**config.mk**
```make
export PLATFORM = sky130hd
export DESIGN_NAME = uart_ctl_unit
export DESIGN_NICKNAME = d
export VERILOG_FILES = /design/src/rtl/uart_ctl_unit.sv
export SDC_FILE = /design/constraint.sdc
export NUM_CORES = 1
export LEC_CHECK = 0
export BUFFER_PORTS_ARGS = -buffer_cell sky130_fd_sc_hd__buf_2
export CAP_MARGIN = 40
export CELL_PAD_IN_SITES_DETAIL_PLACEMENT = 2
export CELL_PAD_IN_SITES_GLOBAL_PLACEMENT = 2
export CORE_MARGIN = 4
export CORE_UTILIZATION = 17
export DETAILED_ROUTE_END_ITERATION = 10
export PLACE_DENSITY = 0.83
export REMOVE_ABC_BUFFERS = 1
export SLEW_MARGIN = 20
export SYNTH_ARGS = -nofsm -noshare
export SYNTH_HDL_FRONTEND = slang
export SYNTH_SLANG_ARGS = --single-unit
```
**constraint.sdc**
```tcl
create_clock -name clk -period 4.2 [get_ports clk]
set_input_delay 1.05 -clock clk [delete_from_list [all_inputs] [get_ports clk]]
set_output_delay 1.05 -clock clk [all_outputs]
set_load 0.01 [all_outputs]
```
**src/rtl/uart_ctl_unit.sv**
```systemverilog
module uart_ctl_unit #(
  parameter int FREE_W = 5
) (
  input  logic              clk,
  input  logic              rst_n,
  input  logic              reg_wr,
  input  logic [31:0]       reg_wdata,
  output logic [31:0]       reg_rdata,
  input  logic              tx_busy,
  input  logic              rx_busy,
  input  logic              tx_fifo_nonempty,
  input  logic [FREE_W-1:0] rx_free_cnt,
  input  logic              cts_n,
  output logic              tx_start_ok,
  output logic              rx_enable,
  output logic              rts_n,
  output logic              dtr,
  input  logic              tx_serial,
  input  logic              rx_pin,
  output logic              tx_pin,
  output logic              rx_serial,
  output logic              stopped
);
  localparam logic [31:0] WR_MASK  = 32'h0000_CFB3;
  localparam logic [31:0] RST_WORD = 32'h0000_0300;

  localparam int B_EN    = 0;
  localparam int B_LOOP  = 7;
  localparam int B_TXE   = 8;
  localparam int B_RXE   = 9;
  localparam int B_DTR   = 10;
  localparam int B_RTS   = 11;
  localparam int B_RTSFC = 14;
  localparam int B_CTSFC = 15;

  logic [31:0] ctl;
  logic [1:0]  cts_sync;
  logic        rx_was_on;

  always_ff @(posedge clk or negedge rst_n) begin
    if (!rst_n) ctl <= RST_WORD;
    else if (reg_wr) ctl <= reg_wdata & WR_MASK;
  end

  always_ff @(posedge clk or negedge rst_n) begin
    if (!rst_n) cts_sync <= 2'b11;
    else cts_sync <= {cts_sync[0], cts_n};
  end

  always_ff @(posedge clk or negedge rst_n) begin
    if (!rst_n) rx_was_on <= 1'b0;
    else rx_was_on <= rx_enable;
  end

  wire cts_clear = ~cts_sync[1] | ~ctl[B_CTSFC];

  assign reg_rdata   = ctl;
  assign tx_start_ok = ctl[B_EN] & ctl[B_TXE] & tx_fifo_nonempty & ~tx_busy & cts_clear;
  assign rx_enable   = (ctl[B_EN] & ctl[B_RXE]) | (rx_busy & rx_was_on);
  assign rts_n       = ctl[B_RTSFC] ? ~(|rx_free_cnt) : ~ctl[B_RTS];
  assign dtr         = ctl[B_DTR];
  assign tx_pin      = ctl[B_LOOP] ? 1'b1 : tx_serial;
  assign rx_serial   = ctl[B_LOOP] ? tx_serial : rx_pin;
  assign stopped     = ~ctl[B_EN] & ~tx_busy & ~rx_busy;
endmodule


```
After elaboration in Yosys (flattened, before gate mapping):

Cells that the tools add are included.

* muxes and demuxes: 3
* bitwise gates (word level): 17
* reduce and logical (&&, ||, !) cells: 1

Operators by type and width (count)
* $and 1x1->1: 8
* $not 1->1: 7
* $reduce_or 5->1: 1
* $mux 1: 3
* $or 1x1->1: 2

* register bits after elaboration: 14
* bits of input ports: 46
* logic and storage cells: 24

Depth between registers and ports, before layout:

* depth in word-level cells: 4
* mapped depth: 2

Least setup slack after synthesis:

No wires, ideal clock.

* path type: input -> output
* start: input port rx_free_cnt[3]
* end: output port rts_n
* data required time: 3.150 ns
* stages: 2
* arrival: 1.853 ns
* setup slack: 1.297 ns
* cells stage by stage: or4b_1 > o32ai_2

* cells in the longest elaborated chain, start to end: 3

Ends and longest elaborated chain
* start, declared: line 12 `input logic [FREE_W-1:0] rx_free_cnt,`
* $reduce_or 5->1: line 60 `assign rts_n = ctl[B_RTSFC] ? ~(|rx_free_cnt) : ~ctl[B_RTS];`
* $not 1->1: line 60
* $mux 1: line 60
* end, declared: line 16 `output logic rts_n,`

Every way passes these cells.

Worst setup path in the final report:

Ends and elaborated chain as after synthesis.

==> results.sh <==
export IMPL_final_core_util_pct=23.25
export IMPL_fmax_ghz=0.3240
export IMPL_start_kind="input port"
export IMPL_routed_top_layer="met3"
export IMPL_rr_worst_depth=1
export IMPL_setup_viol=0
export IMPL_grt_pass1_vias=511
export IMPL_rsz0062_at_grt="false"
export IMPL_insertion_delay_ns=0.24
export IMPL_cp_max_fo=1
export IMPL_max_clock_path_buffers=2
export IMPL_dr_wl_met3_um=231
export IMPL_finalCriticalPeriod_ns=3.086
export IMPL_synthCells=57
export IMPL_antenna_found_initial=0
export IMPL_grt_use_total_pct=6.712
export IMPL_p_seq_share_pct=47.7
export IMPL_num_antenna_cells=0
export IMPL_final_period_utilization_pct=73.48
export IMPL_finalHoldViolCount=0
export IMPL_grt_pass1_wl_um=2622
export IMPL_r2r_start="reg_rdata[0]"
export IMPL_yosys_warnings=0
export IMPL_arrival_ns=2.04
export IMPL_syn_avg_cell_area_um2=12.71
export IMPL_nFillCells=474
export IMPL_wl_met2_um=1032
export IMPL_grt_max_degree=15
export IMPL_hp_class="flop to flop"
export IMPL_ys_seq_area_share_pct=49.05
export IMPL_cts_tree="done"
export IMPL_reg2reg_slack_ns=3.39
export IMPL_endpoint_kind="output port"
export IMPL_clock_skew_ns=0.00003436
export IMPL_netlist_area_um2=724.4
export IMPL_dr_total_vias=515
export IMPL_fin_ws_ns=1.114
export IMPL_portBuffers=42
export IMPL_synthToLayoutAreaGrowth_pct=30.22
export IMPL_post_cts_buffers=0
export IMPL_initial_core_util_pct=17.85
export IMPL_hpwl_um=1655
export IMPL_hold_buffers=0
export IMPL_whs_endpoint="cts_sync[1]"
export IMPL_ys_types=13
export IMPL_cts_made_buffers=3
export IMPL_hold_start="cts_sync[0]"
export IMPL_core_um2=4058
export IMPL_die_y_um=73.28
export IMPL_p_int_uw=246.1
export IMPL_tns_ns=0
export IMPL_powerDensity_nw_per_um2=354.4
export IMPL_cp_data_required_time_ns=3.15
export IMPL_critical_path_class="input port to output port"
export IMPL_ant_nets=0
export IMPL_wire_per_inst_um=12.84
export IMPL_switching_share_pct=26.39
export IMPL_drive_gt1_share_pct=63.64
export IMPL_post_route_drc_count=0
export IMPL_overflow=0
export IMPL_hold_depth=0
export IMPL_vias_per_cell=3.456
export IMPL_ys_ff_latch=14
export IMPL_layout_commonest_cell="buf_2"
export IMPL_die_w_um=73.28
export IMPL_cts_root_buffer_cell="clkbuf_8"
export IMPL_firstDrtPassIters=2
export IMPL_peakVddDrop_mv=0.1365
export IMPL_final_nets=147
export IMPL_wl_met1_um=649
export IMPL_seqCellArea_um2=355.3
export IMPL_clkPwrFrac_pct=31.6
export IMPL_timing_final_max_slew_violations=0
export IMPL_post_place_ws_ns=1.108
export IMPL_first_iter_violations=1
export IMPL_total_power_uw=334.3
export IMPL_htreeDepth=1
export IMPL_cts_resized=0
export IMPL_p_leak_nw=0.4805
export IMPL_final_cell_mix="buf_2 (42), conb_1 (21), mux2_2 (12)"
export IMPL_p_sw_uw=88.22
export IMPL_comb_power_share_pct=20.7
export IMPL_die_area_um2=5370
export IMPL_routed_wl_um=1913
export IMPL_ios=85
export IMPL_rows=23
export IMPL_maxCapViolCount=0
export IMPL_reg2reg_to="reg_rdata[0]"
export IMPL_path_clk_slew_ns=0.05
export IMPL_status="finished, final reports clean"
export IMPL_numClockSinks=14
export IMPL_multi_input_area_um2=274.0
export IMPL_gpl_final_weighted_congestion=0.6776
## metal layers
layer / vias up / global-route usage, %
li1: 235 / -
met1: 244 / 6.885
met2: 36 / 12.41
met3: 0 / 3.557
met4: 0 / 0.6148
met5: - / 0
## worst max-delay path, stage by stage
cell     delay [ns]
buf_2          0.09
or4b_1         0.53
o32ai_2        0.20
buf_2          0.16
## state kept, by name, indices dropped and copies added, names as in the netlist
| register | flops |
|---|---|
| cts_sync | 2 |
| reg_rdata | 11 |
| rx_was_on | 1 |
## kinds of logic after synthesis
logic type / count (synthesis) / synth area share, %
multiplexers: 12 / 18.65
other: 1 / 0.5176
AND/OR/NAND/NOR: 4 / 4.145
AO/OA/AOI/OAI: 3 / 4.145
flip-flops: 14 / 49.05
buffers and inverters: 23 / 23.49
## power by group through the flow
stage / clock (mW) / combinational (mW) / sequential [mW]
2_1_floorplan: 0 / 0.0282 / 0.166
3_3_place_gp: 0 / 0.0676 / 0.160
3_5_place_dp: 0 / 0.0705 / 0.162
4_1_cts: 0.114 / 0.0706 / 0.160
5_1_grt: 0.121 / 0.0767 / 0.161
6_report: 0.105 / 0.0693 / 0.160
## worst max-delay path by stage
stage / endpoint / cells past startpoint / from / slack (ns)
2_1_floorplan: rts_n / 2 / rx_free_cnt[3] / 1.30
3_3_place_gp: rts_n / 4 / rx_free_cnt[3] / 1.12
3_5_place_dp: rts_n / 4 / rx_free_cnt[3] / 1.11
4_1_cts: rts_n / 4 / rx_free_cnt[3] / 1.10
5_1_grt: rts_n / 4 / rx_free_cnt[3] / 1.07
6_report: rts_n / 4 / rx_free_cnt[3] / 1.11
## cells in the mapped netlist
cell      count  share of area [%]
buf_4        22                 23
mux2_2       12                 19
dfrtp_1      10                 35
dfstp_2       4                 15
a21oi_1       1               0.69
a22o_1        1                1.2
buf_2         1               0.69
conb_1        1               0.52
nand4b_1      1                1.2
nor3_1        1               0.69
o32ai_2       1                2.2
or2_2         1               0.86
or4b_1        1                1.4
## through the flow
step,cells,hold slack [ns],area [um^2]
detailed placement,146,0.3490,902.1
global placement,146,0.3481,902.1
CTS,149,0.3578,943.4
finish,149,0.3552,943.4
floorplan,54,0.3452,629.4
global route,149,0.3637,943.4
## layout make-up
cell class | instances | area share, %
clock buffer | 3 | 4.377
timing repair buffer | 42 | 22.28
sequential | 14 | 37.67
tap | 50 | 6.631
multi-input combinational | 40 | 29.05
(Power assumes the default switching activity.)
